**src/rtl/result_router_pkg.sv**
```systemverilog
package result_router_pkg;

  typedef enum logic [2:0] {
    OP_FETCH       = 3'd0,
    OP_MOVE        = 3'd1,
    OP_MOVE_SET    = 3'd2,
    OP_FETCH_SEND  = 3'd3,
    OP_MOVE_SEND   = 3'd4,
    OP_FETCH_SET   = 3'd5,
    OP_SET_PSEND   = 3'd6,
    OP_SET_SEND    = 3'd7
  } resultOp_e;

  // strobes from control to datapath, valid only on an accepted result
  typedef struct packed {
    logic writeParm;  // register value comes from the parameter word
    logic setMethod;  // load target address and step from the result
    logic loadSend;   // fill the send output slot
    logic sendParm;   // send data comes from the parameter word
  } routeCtl_t;

endpackage

```
**src/rtl/result_router_ctrl.sv**
```systemverilog
module result_router_ctrl
  import result_router_pkg::*;
#(
  parameter int REG_W = 3
) (
  input  logic             clk,
  input  logic             rstN,
  input  logic             resValid,
  input  logic [2:0]       resOp,
  input  logic [REG_W-1:0] resDst,
  input  logic             parmValid,
  input  logic             sendValid,
  input  logic             sendReady,
  output logic             resReady,
  output logic             parmReady,
  output logic             regWe,
  output routeCtl_t        ctl
);

  resultOp_e op;
  logic writeParm, sendParm, setMethod, doSend, needFetch;
  logic parmOk, slotOk, fire;

  assign op = resultOp_e'(resOp);

  always_comb begin
    writeParm = 1'b0;
    sendParm  = 1'b0;
    setMethod = 1'b0;
    doSend    = 1'b0;
    unique case (op)
      OP_FETCH:      writeParm = 1'b1;
      OP_MOVE:       ;
      OP_MOVE_SET:   setMethod = 1'b1;
      OP_FETCH_SEND: begin writeParm = 1'b1; doSend = 1'b1; end
      OP_MOVE_SEND:  doSend = 1'b1;
      OP_FETCH_SET:  begin writeParm = 1'b1; setMethod = 1'b1; end
      OP_SET_PSEND:  begin sendParm = 1'b1; setMethod = 1'b1; doSend = 1'b1; end
      OP_SET_SEND:   begin setMethod = 1'b1; doSend = 1'b1; end
      default:       ;
    endcase
  end

  assign needFetch = writeParm | sendParm;
  assign parmOk    = !needFetch || parmValid;
  assign slotOk    = !doSend || !sendValid || sendReady;
  assign resReady  = parmOk && slotOk;
  assign fire      = resValid && resReady;
  assign parmReady = fire && needFetch;
  assign regWe     = fire && (resDst != '0);

  assign ctl.writeParm = writeParm;
  assign ctl.sendParm  = sendParm;
  assign ctl.setMethod = fire && setMethod;
  assign ctl.loadSend  = fire && doSend;

  assert_fetch_stall_R7: assert property (@(posedge clk) disable iff (!rstN)
    (resValid && needFetch && !parmValid) |-> (!resReady && !regWe));

endmodule

```
**src/rtl/result_router_dp.sv**
```systemverilog
module result_router_dp
  import result_router_pkg::*;
#(
  parameter int DATA_W = 32,
  parameter int ADDR_W = 12,
  parameter int INC_W  = 6
) (
  input  logic              clk,
  input  logic              rstN,
  input  routeCtl_t         ctl,
  input  logic [DATA_W-1:0] resData,
  input  logic [DATA_W-1:0] parmData,
  input  logic              sendReady,
  output logic [DATA_W-1:0] regData,
  output logic              sendValid,
  output logic [ADDR_W-1:0] sendAddr,
  output logic [DATA_W-1:0] sendData
);

  localparam int INC_LSB = ADDR_W;
  localparam int INC_MSB = ADDR_W + INC_W - 1;

  logic [ADDR_W-1:0] methodAddr, baseAddr;
  logic [INC_W-1:0]  methodInc, baseInc;

  assign regData  = ctl.writeParm ? parmData : resData;
  assign baseAddr = ctl.setMethod ? resData[ADDR_W-1:0] : methodAddr;
  assign baseInc  = ctl.setMethod ? resData[INC_MSB:INC_LSB] : methodInc;

  always_ff @(posedge clk) begin
    if (!rstN) begin
      methodAddr <= '0;
      methodInc  <= '0;
    end else if (ctl.setMethod || ctl.loadSend) begin
      methodInc  <= baseInc;
      methodAddr <= ctl.loadSend ? baseAddr + ADDR_W'(baseInc) : baseAddr;
    end
  end

  always_ff @(posedge clk) begin
    if (!rstN) begin
      sendValid <= 1'b0;
      sendAddr  <= '0;
      sendData  <= '0;
    end else if (ctl.loadSend) begin
      sendValid <= 1'b1;
      sendAddr  <= baseAddr;
      sendData  <= ctl.sendParm ? parmData : resData;
    end else if (sendReady) begin
      sendValid <= 1'b0;
    end
  end

  assert_send_hold_R8: assert property (@(posedge clk) disable iff (!rstN)
    (sendValid && !sendReady) |=> (sendValid && $stable(sendAddr) && $stable(sendData)));

  assert_slot_free_R8: assert property (@(posedge clk) disable iff (!rstN)
    ctl.loadSend |-> (!sendValid || sendReady));

endmodule

```
**src/rtl/result_router.sv**
```systemverilog
module result_router
  import result_router_pkg::*;
#(
  parameter int DATA_W = 32,
  parameter int ADDR_W = 12,
  parameter int INC_W  = 6,
  parameter int REG_W  = 3
) (
  input  logic              clk,
  input  logic              rstN,
  input  logic              resValid,
  output logic              resReady,
  input  logic [2:0]        resOp,
  input  logic [REG_W-1:0]  resDst,
  input  logic [DATA_W-1:0] resData,
  input  logic              parmValid,
  output logic              parmReady,
  input  logic [DATA_W-1:0] parmData,
  output logic              regWe,
  output logic [REG_W-1:0]  regAddr,
  output logic [DATA_W-1:0] regData,
  output logic              sendValid,
  input  logic              sendReady,
  output logic [ADDR_W-1:0] sendAddr,
  output logic [DATA_W-1:0] sendData
);

  routeCtl_t ctl;

  assign regAddr = resDst;

  result_router_ctrl #(.REG_W(REG_W)) i_ctrl (
    .clk(clk), .rstN(rstN), .resValid(resValid), .resOp(resOp), .resDst(resDst),
    .parmValid(parmValid), .sendValid(sendValid), .sendReady(sendReady),
    .resReady(resReady), .parmReady(parmReady), .regWe(regWe), .ctl(ctl)
  );

  result_router_dp #(.DATA_W(DATA_W), .ADDR_W(ADDR_W), .INC_W(INC_W)) i_dp (
    .clk(clk), .rstN(rstN), .ctl(ctl), .resData(resData), .parmData(parmData),
    .sendReady(sendReady), .regData(regData), .sendValid(sendValid),
    .sendAddr(sendAddr), .sendData(sendData)
  );

  assert_send_issue_R5: assert property (@(posedge clk) disable iff (!rstN)
    (resValid && resReady && (resOp inside {3'd3, 3'd4, 3'd6, 3'd7})) |=> sendValid);

  assert_parm_with_result_R2: assert property (@(posedge clk) disable iff (!rstN)
    (parmValid && parmReady) |-> (resValid && resReady));

  assert_reg0_silent_R3: assert property (@(posedge clk) disable iff (!rstN)
    (resValid && resDst == '0) |-> !regWe);

endmodule

```
**config.mk**
```make
export PLATFORM = sky130hd
export DESIGN_NAME = result_router
export DESIGN_NICKNAME = d
export VERILOG_FILES = /design/src/rtl/result_router_pkg.sv /design/src/rtl/result_router_ctrl.sv /design/src/rtl/result_router_dp.sv /design/src/rtl/result_router.sv
export SDC_FILE = /design/constraint.sdc
export NUM_CORES = 1
export LEC_CHECK = 0
export ABC_AREA = 1
export BUFFER_PORTS_ARGS = -buffer_cell sky130_fd_sc_hd__buf_2
export CAP_MARGIN = 30
export CORE_ASPECT_RATIO = 1.1
export CORE_UTILIZATION = 44
export CTS_CLUSTER_SIZE = 16
export DETAILED_ROUTE_END_ITERATION = 10
export HOLD_SLACK_MARGIN = 0.12
export MAX_ROUTING_LAYER = met4
export PLACE_DENSITY = 0.77
export SLEW_MARGIN = 20
export SYNTH_ARGS = -nofsm -noshare
export SYNTH_HDL_FRONTEND = slang
export SYNTH_SLANG_ARGS = --single-unit
export TNS_END_PERCENT = 5
```
**constraint.sdc**
```tcl
create_clock -name clk -period 2.3 [get_ports clk]
set_input_delay 0.115 -clock clk [delete_from_list [all_inputs] [get_ports clk]]
set_output_delay 0.115 -clock clk [all_outputs]
set_load 0.03 [all_outputs]
```
Yosys cells after proc, flatten, opt, wreduce, memory -nomap -nowiden

Cells that the tools add are included.

Reduce and logical (&&, ||, !) cells: 19
Equality and inequality tests: 6
Multiplexer cells: 11
Add/subtract/negate cells: 1
Bitwise logic cells: 1

Operators by type and width:

| kind                                          | number |
|---|---|
| 2-to-1 mux 32 bit                             | 2 |
| 2-to-1 mux 12 bit                             | 2 |
| adder 12 x 6 -> 12 bit                        | 1 |
| == test 3 bit, second input constant          | 4 |
| OR reduction 4 bit                            | 2 |
| == test 3 x 2 -> 1 bit, second input constant | 2 |
| logical AND 1 bit                             | 6 |
| 2-to-1 mux 1 bit                              | 6 |
| 2-to-1 mux 6 bit                              | 1 |
| logical OR 1 bit                              | 4 |
| zero test 1 bit                               | 3 |
| zero test 3 bit                               | 1 |
| nonzero test 3 bit                            | 1 |
| OR reduction 3 bit                            | 1 |
| nonzero test 2 bit                            | 1 |
| OR 1 bit                                      | 1 |

Output and inout port bits: 83
Logic and storage cells: 43
Register bits: 63
Bits of input ports: 75

Logic depth before layout (Yosys ltp)

Gate-level depths: netlist of run 1.

Depth in word-level cells: 12
Gate-level depth with buffers: 24
Gate-level depth less buffers: 22

Modules after synthesis

From an unflattened synthesis of run 1, not the netlist that was laid out.

Cell total of the unflattened synthesis: 573
Area total of the unflattened synthesis: 3833.7 um^2

Modules (own cells, without submodules):

| module             | sequential area each (um^2) | area an instance (um^2) | cells each | instances |
|---|---|---|---|---|
| result_router_dp   | 1261.2                      | 3652.3                  | 540        | 1 |
| result_router_ctrl | 0.0                         | 158.9                   | 30         | 1 |
| result_router      | 0.0                         | 22.5                    | 3          | 1 |

Worst setup path after synthesis of run 1

Ideal clock, no wire load.

Path kind: register to register
From: register i_dp.sendValid
To: register i_dp.methodAddr[10]
Path slack: -0.468 ns
Arrival: 2.650 ns
Path buffers: 2
Cell stages (with the launch flop): 20
Clock period less this slack: 2.768 ns
Data required time: 2.182 ns
Setup time: 0.118 ns
Path through: dfxtp_1 nand2_1 nor2_2 inv_1 nand4_4 buf_6 clkbuf_1 o21ai_0 ha_1 fa_1 nand2_1 nand2_1 nand2_1 nand2_1 nand2_1 o21ai_2 nand3_1 nand2_1 nand2_1 nor2_1

Longest elaborated chain between the ends: 9
Elaborated cells between the ends (all ways): 12
Those cells by class: add/sub (1); mux (3); reduce/logical (8)

Ends and longest elaborated chain:

| element                       | RTL line                 | source |
|---|---|---|
| start, declared               | result_router_dp.sv:15   | `output logic sendValid,` |
| start signal, assigned        | result_router_dp.sv:42   | `sendValid <= 1'b0;` |
| start signal, assigned        | result_router_dp.sv:46   | `sendValid <= 1'b1;` |
| start signal, assigned        | result_router_dp.sv:50   | `sendValid <= 1'b0;` |
| zero test 1 bit               | result_router_ctrl.sv:46 | `assign slotOk = !doSend \|\| !sendValid \|\| sendReady;` |
| logical OR 1 bit (2 in a row) | result_router_ctrl.sv:46 |  |
| logical AND 1 bit             | result_router_ctrl.sv:47 | `assign resReady = parmOk && slotOk;` |
| logical AND 1 bit             | result_router_ctrl.sv:48 | `assign fire = resValid && resReady;` |
| logical AND 1 bit             | result_router_ctrl.sv:54 | `assign ctl.setMethod = fire && setMethod;` |
| 2-to-1 mux 6 bit              | result_router_dp.sv:28   | `assign baseInc = ctl.setMethod ? resData[INC_MSB:INC_LSB] : methodInc;` |
| named net i_dp.baseInc[0]     | result_router_dp.sv:24   | `logic [INC_W-1:0] methodInc, baseInc;` |
| adder 12 x 6 -> 12 bit        | result_router_dp.sv:36   | `methodAddr <= ctl.loadSend ? baseAddr + ADDR_W'(baseInc) : baseAddr;` |
| 2-to-1 mux 12 bit             | result_router_dp.sv:36   |  |
| end signal, assigned          | result_router_dp.sv:36   |  |
| end, declared                 | result_router_dp.sv:23   | `logic [ADDR_W-1:0] methodAddr, baseAddr;` |

The timed path passes the listed nets, and every way through them passes these cells.
A chain may end at the register's enable or synchronous reset.

Final worst setup path of run 1

From: register i_dp.sendValid
To: register i_dp.methodAddr[8]

Longest elaborated chain between the ends: 9
Elaborated cells between the ends (all ways): 12
Those cells by class: add/sub (1); mux (3); reduce/logical (8)

Ends and longest elaborated chain:

| element                       | RTL line                 | source |
|---|---|---|
| zero test 1 bit               | result_router_ctrl.sv:46 |  |
| logical OR 1 bit (2 in a row) | result_router_ctrl.sv:46 |  |
| logical AND 1 bit             | result_router_ctrl.sv:47 |  |
| logical AND 1 bit             | result_router_ctrl.sv:48 |  |
| logical AND 1 bit             | result_router_ctrl.sv:54 |  |
| 2-to-1 mux 12 bit             | result_router_dp.sv:27   | `assign baseAddr = ctl.setMethod ? resData[ADDR_W-1:0] : methodAddr;` |
| named net i_dp.baseAddr[0]    | result_router_dp.sv:23   |  |
| adder 12 x 6 -> 12 bit        | result_router_dp.sv:36   |  |
| 2-to-1 mux 12 bit             | result_router_dp.sv:36   |  |

The timed path passes the listed nets, and every way through them passes these cells.

==> results of run 1 <==
[metal layers]
layer	vias up	GRT usage (%)
met5	-	-
met1	1985	29.3
met3	29	6.17
met2	236	47.5
li1	2264	-
met4	0	12.5
[cells in the mapped netlist, types with 3 or more instances]
library cell	n
a21oi_1	9
a31oi_1	9
and2_1	6
buf_2	7
buf_4	7
clkbuf_1	20
dfxtp_1	63
ha_1	5
inv_1	79
nand2_1	152
nand2_2	4
nand3_1	13
nand4_1	13
nor2_1	59
o211ai_1	9
o21a_1	3
o21ai_0	101
o21ai_1	6
o21ai_2	3
xor2_1	3
[logic make-up (layout without fill, tap and decap cells)]
| group | Yosys count | count (layout) | share of synthesized area, % |
|---|---|---|---|
| flip-flops | 63 | 63 | 33.8 |
| AND/OR/NAND/NOR | 256 | 256 | 29.0 |
| buffers and inverters | 120 | 319 | 13.2 |
| XOR/XNOR | 3 | 3 | 0.705 |
| AO/OA/AOI/OAI | 144 | 144 | 21.0 |
| adder cells (fa/ha/maj) | 6 | 6 | 2.21 |
[where the power goes]
group	internal, mW	switching (mW)	total (mW)
clock network	0.510	0.474	0.984
registers	1.16	0.0347	1.20
logic	0.359	0.683	1.04
[placed cells by master (no fill, tap or decap), types with 2 or more instances in the layout]
cell / instances
dlygate4sd3_1: 30
inv_1: 78
clkinv_4: 2
clkbuf_8: 9
nand2_1: 144
o211ai_1: 9
nor2_4: 2
inv_6: 2
nand4_1: 13
dfxtp_1: 62
clkinv_1: 2
o21ai_1: 9
o21a_1: 3
a21oi_1: 8
o21ai_0: 96
buf_4: 32
xor2_1: 3
buf_2: 157
a21oi_2: 2
nand2_4: 3
or2_2: 2
o21ai_2: 4
nand2_2: 9
nor2_1: 59
ha_1: 4
nand3_2: 4
inv_2: 2
nand3_1: 11
and2_1: 6
clkinvlp_4: 2
a31oi_1: 9
[path summary, 6_finish.rpt]
path,slack [ns],endpoint,start,depth (start not counted)
worst max register to register,-0.008,i_dp.methodAddr[8],i_dp.sendValid,19
worst max-delay path,-0.008,i_dp.methodAddr[8],i_dp.sendValid,19
worst min-delay path,0.14,i_dp.sendData[27],resData[27],5
worst min register to register,0.46,i_dp.sendAddr[9],i_dp.sendAddr[9],2
[area by class of cell]
class	instances	area (um2)	share of cell area (%)
Inverter	83	314	5.90
Sequential cell	63	1260	23.8
Tap cell	108	135	2.54
Clock buffer	9	124	2.33
Multi-Input combinational cell	409	2060	38.8
Clock inverter	7	80.1	1.51
Timing Repair Buffer	220	1340	25.1
[metrics by stage]
| stage | hold WS (ns) | total power [mW] |
|---|---|---|
| global route | 0.156 | 3.39 |
| global placement | 0.403 | 2.17 |
| finish | 0.136 | 3.23 |
| floorplan | 0.276 | 1.86 |
| detailed placement | 0.406 | 2.19 |
| CTS | 0.128 | 3.22 |
[timing repair]
action / in CTS / in global routing
setup endpoints to repair: 6 / 8
pin swaps: 1 / 11
hold endpoints to repair: 21 / 0
hold buffers: 30 / 0
resized for setup: 3 / 17
[worst max-delay path, delay by kind of cell (launching register included)]
kind,cells,cell delay [ns]
simple gates,13,0.93
fa+ha+maj,2,0.54
flops,1,0.35
buf+inv,2,0.24
compound gates,2,0.12
[sequential cells by signal, indices dropped and copies added (netlist names)]
name,count
i_dp.methodAddr,12
i_dp.sendData,32
i_dp.sendAddr,12
i_dp.methodInc,6
i_dp.sendValid,1
==> results.md, run 1 <==
- Status: complete, but fails checks
- Failing checks: setup timing
- Number of global-route vias before repair: 4229
- Post-synthesis cell area: between 3000 and 4000 um2
- Synth Flop Type: dfxtp_1
- Met3 wire len: around 900 um
- Cells after DPL: about 850
- DRT antenna net count: 0
- H-tree levels: 3
- DR WL met2: roughly 5700 um
- Worst EP arrival: ~2.5 ns
- Root buffer cell: clkbuf_8
- Vias: about 4500
- Clock slew at reported path FFs: roughly 0.070 ns
- Clk_skew: about 0.015 ns
- DR top layer: met4
- Initial antenna violation count: 0
- Overflow after GRT: 0
- Startpoint Class: register
- Pwr Density: 606 nW/um2
- Mapped Cells: 592
- Max Clk Rate: approximately 430 MHz
- Setup_tns: -0.00753 ns
- Vias/cell: 5.02
- Final core occ: 65.8%
- Largest cells by area after synthesis: dfxtp_1, nand2_1, o21ai_0
- Setup slack after layout: -0.00753 ns
- Clock tree buffer depth: 2
- Max VDD drop: 0.334 mV
- Num rows: 34
- Dpl ws: -0.165 ns
- Hold WC Path Type: primary input to register
- HPWL after DPL: 8070 um
- Initial DRC Count: 288
- Die footprint: around 9000 um2
- LEAKAGE: 2.89 nW
- Core area: 8080 um2
- Sequential fraction of the synthesis area: between 30% and 40%
- Final setup viols: 1
- Initial cell density of the core: a little under half
- Final instance count without filler cells: 899
- Global Route Usage Sum: 27.2%
- DRT met1 WL: a little under 5000 um
- CTS buffer count: 9
- First-pass GRT wire length: 18800 um
- Layout cells sized above 1: 30.5%
- Final min period: 2.31 ns
- Tcrit/Tclk final: 100%
- DIE HEIGHT: ~99 um
- Critical Path RT: 2.53 ns
- Nets: ~870
- DIE WIDTH: 89.8 um
- Largest net degree at the start of global routing: 56
- Final Max Tran Viols: 0
- Syn_nets: 673
- Final GP Congestion: 0.895
- Top Ports: 158
- Post-synthesis cell type count: 34
- CP max FO: 8
- Pre-antenna DRT Iters: 7
- Placed Area: 4750 um2
- Synth Register Bits: 63
- CP Class: register to register
- CTS tree: done
- Critical path cell sequence: nand2_4 -> nor2_4 -> inv_2 -> nand4_4 -> buf_6 -> nand2_4 -> nand2_4 -> ha_4 -> fa_2 -> nand2_2 -> nand2_1 -> nand2_1 -> nand2_2 -> nand2_2 -> o21ai_4 -> nand2_1 -> nand2_1 -> nand2_2 -> a21oi_2
- Slew HR: 64.8%
- Mean Syn Cell Area: 6.30 um2
- Total Wirelength: 11800 um
- Synth-to-layout area growth: 42.6%
- Fin. Hold Viols: 0
- Max stage delay cell, worst path: fa_2
- Critical Path Sink Type: register
- Slowest stage delay, CP: between 0.3 and 0.4 ns
- Share of the synthesized area in the top cell type: 33.8%
- Fraction of registers with async set or reset after synthesis: 0%
- RSZ-0062 raised after global routing: true
- Worst-skew pair later-pin latency: 0.36 ns
- Ant. Diodes: 0
- Least-Margin Pin Slew: between 0.5 and 0.6 ns
- # clock sinks: 63
- Number of synthesized flops with an enable pin: 0
- Yosys warns: 0
- WL/cell: 13.2 um
- Count of input and output buffers: 157
- Max-cap viol count: 0
- DRC: 0
- Fill cells: 714
- Cell type with the largest total area after synthesis: dfxtp_1
- Post-CTS Setup Inserts: 0
- Cell area after layout: around 5300 um2
No activity file was read; power rests on OpenSTA's default activity.
==> inputs of run 2 (changes only) <==
Settings changed: CELL_PAD_IN_SITES_DETAIL_PLACEMENT set to 1, CELL_PAD_IN_SITES_GLOBAL_PLACEMENT set to 2, CORE_UTILIZATION 44 to 22, PLACE_DENSITY 0.77 to unset, PLACE_DENSITY_LB_ADDON set to 0.1.
==> run 2 against run 1 <==
The flow now finishes without violations. Critical path depth stayed put. Non-clock buffer count is 1 higher. Via count hardly changed.
==> results.md, run 2 (synthesis gave the netlist of run 1 again) <==
- Root buffer cell: clkbuf_16
- Nets: 869 (+0.23%)
- Int Pwr: 2.52 mW (+24%)
- Max-cap viol count: 0 (unchanged)
- Worst-skew pair later-pin latency: 0.34 ns (-0.02 ns)
- Largest net degree at the start of global routing: 56 (unchanged)
- Switch Pwr: 1.29 mW (+8.5%)
- H-tree levels: 3 (unchanged)
- Layout cells sized above 1: 33.9% (+3.5 points)
- CTS buffer count: 9 (unchanged)
- Die footprint: 17500 um2 (+98%)
- Tcrit/Tclk final: 99.6% (-0.69 points)
- WHS Path Cells: 5 (unchanged)
- RSZ-0062 raised after global routing: true
- Pwr Density: 673 nW/um2 (+11%)
- Hold path startpoint: resData[28]
- Max Clk Rate: 436 MHz (+0.69%)
- Top Ports: 158 (unchanged)
- Register share of total power: 31.5% (-5.7 points)
- DIE WIDTH: 126 um (+40%)
- Count of input and output buffers: 157 (unchanged)
- Hold WC Path Type: primary input to register
- Vias: 4515 (+0.022%)
- Worst reg2reg path depth: 19 (unchanged)
- Initial cell density of the core: 22.6% (-24 points)
- Final Max Tran Viols: 0 (unchanged)
- LEAKAGE: 2.99 nW (+3.4%)
- Fin. Hold Viols: 0 (unchanged)
- Combinational power share: 28.7% (-3.6 points)
- Global Route Usage Sum: 17.8% (-9.3 points)
- CTS tree: done
- Total Wirelength: 14700 um (+24%)
- DIE HEIGHT: 139 um (+41%)
- End of the worst hold path: i_dp.sendData[28]
- Pre-antenna DRT Iters: 4 (-3)
- Final GP Congestion: 0.801 (-10%)
- Num rows: 49 (+44%)
- Startpoint Class: register
- Slew HR: 63.0% (-1.7 points)
- DRT antenna net count: 0 (unchanged)
- DRC: 0 (unchanged)
- Final core occ: 34.4% (-31 points)
- Setup slack after layout: 0.00829 ns (+0.0158 ns)
- Switching part of the total: 33.9% (-3.1 points)
- Max FFs per register: 32 (unchanged)
- Final setup viols: 0 (-1)
- Fill cells: 2097 (+190%)
- Ant. Diodes: 0 (unchanged)
- Hold slack: 0.134 ns (-0.00191 ns)
- WL/cell: 14.7 um (+12%)
- Synth-to-layout area growth: 52.0%
- # clock sinks: 63 (unchanged)
- Clock tree buffer depth: 2 (unchanged)
- Core area: 16500 um2 (+100%)
- CP max FO: 5 (-3)
- Total power: 3.81 mW (+18%)
- Critical Path Sink Type: register
- Vias/cell: 4.53 (-9.8%)
- Largest reg by FF count: i_dp.sendData
- Commonest non-fill, non-tap cell in the layout: buf_2
- FF-to-FF Start: i_dp.sendValid
- Clock slew at reported path FFs: 0.06 ns (about the same)
- Critical Path RT: 2.52 ns (about the same)
- Dpl ws: -0.305 ns (-0.139 ns)
- Initial antenna violation count: 0 (unchanged)
- Most frequent cells in the layout: buf_2, nand2_1, o21ai_0, inv_1, dfxtp_1
- Worst r2r dst: i_dp.methodAddr[8]
- Overflow after GRT: 0 (unchanged)
- Max VDD drop: 0.347 mV (+3.8%)
- Status: completed
- Number of global-route vias before repair: 4686 (+11%)
- CP Class: register to register
- Regs by FF count: i_dp.sendData: 32 flops, i_dp.methodAddr: 12 flops, i_dp.sendAddr: 12 flops
- Clock share of power: 39.8% (+9.3 points)
- Clk_skew: 0.00703 ns (-0.00773 ns)
- Final min period: 2.29 ns (-0.0158 ns)
- Initial DRC Count: 112 (-61%)
- Worst EP arrival: 2.51 ns (-0.03 ns)
- Least-Margin Pin Slew: 0.555 ns (+0.0260 ns)
- First-pass GRT wire length: 23800 um (+27%)
- HPWL after DPL: 10700 um (+33%)
- Worst reg2reg setup slack: 0.008 ns (+0.02 ns)
## run 2: cell types whose count changed in the layout (fill, tap and decap cells not counted), moves of 3 or more
cell / previous run / this run
nand2_2: 9 / 12
clkbuf_8: 9 / 1
ha_1: 4 / 1
buf_4: 32 / 42
clkbuf_16: 0 / 9
dlygate4sd3_1: 30 / 18
nand2_1: 144 / 139
ha_4: 1 / 4
## run 2: per-stage QoR
stage	TNS [ns]	instances	instance area, um2
after CTS	-0.245	996	5560
after global placement	-1.06	955	4930
after global routing	-0.897	997	5670
after floorplan	-0.166	592	3770
after detailed placement	-2.09	955	4930
final	0	997	5670
## run 2: metal layers
layer / vias to the layer above / routed length, um / global-route usage (%)
li1: 2281 / - / -
met1: 2107 / 6520 / 20.7
met2: 114 / 7300 / 30.5
met3: 13 / 663 / 3.24
met4: 0 / 221 / 6.47
met5: - / 0 / -
## run 2: power by group through the flow
stage,clock network (mW),registers [mW],logic (mW)
after detailed placement,0,1.22,1.02
after global routing,1.61,1.21,1.21
after floorplan,0,1.33,0.531
after CTS,1.58,1.20,1.08
after global placement,0,1.22,1.01
final,1.52,1.20,1.10
## run 2: what timing repair did
action / 4_1_cts / 5_1_grt
pin swaps: 11 / 9
setup endpoints to repair: 8 / 9
buffers inserted: 6 / 1
resized for setup: 19 / 22
hold buffers: 18 / 0
gates cloned: 1 / 0
endpoints found under the hold margin: 9 / 0
## run 2: worst max-delay path by stage
stage                          end           start  slack [ns]
2_1_floorplan  i_dp.methodAddr[10]  i_dp.sendValid       -0.06
3_3_place_gp    i_dp.methodAddr[5]        resOp[1]       -0.17
3_5_place_dp    i_dp.methodAddr[5]        resOp[1]       -0.30
4_1_cts         i_dp.methodAddr[8]  i_dp.sendValid       -0.06
5_1_grt         i_dp.methodAddr[5]  i_dp.sendValid       -0.14
6_report        i_dp.methodAddr[8]  i_dp.sendValid       0.008
## run 2: worst max-delay path, stage by stage (launching register included)
cell,delay [ns]
dfxtp_4,0.35
nand2_4,0.07
nor2_4,0.04
inv_2,0.09
nand4_4,0.17
buf_6,0.19
nand2_4,0.05
nand2_4,0.05
ha_4,0.16
fa_2,0.35
nand2_2,0.08
nand2_1,0.05
nand2_1,0.07
nand2_2,0.08
nand2_2,0.09
o21ai_4,0.07
nand2_1,0.07
nand2_1,0.05
nand2_1,0.05
a21oi_1,0.05
## run 2: cell type report
class,instances,area (um2),area share (%)
sequential,63,1260,22.3
multi-input combinational,410,2180,38.4
clock buffer,11,243,4.28
clock inverter,5,80.1,1.41
inverter,83,314,5.54
timing repair buffer,221,1340,23.5
tap,204,255,4.50
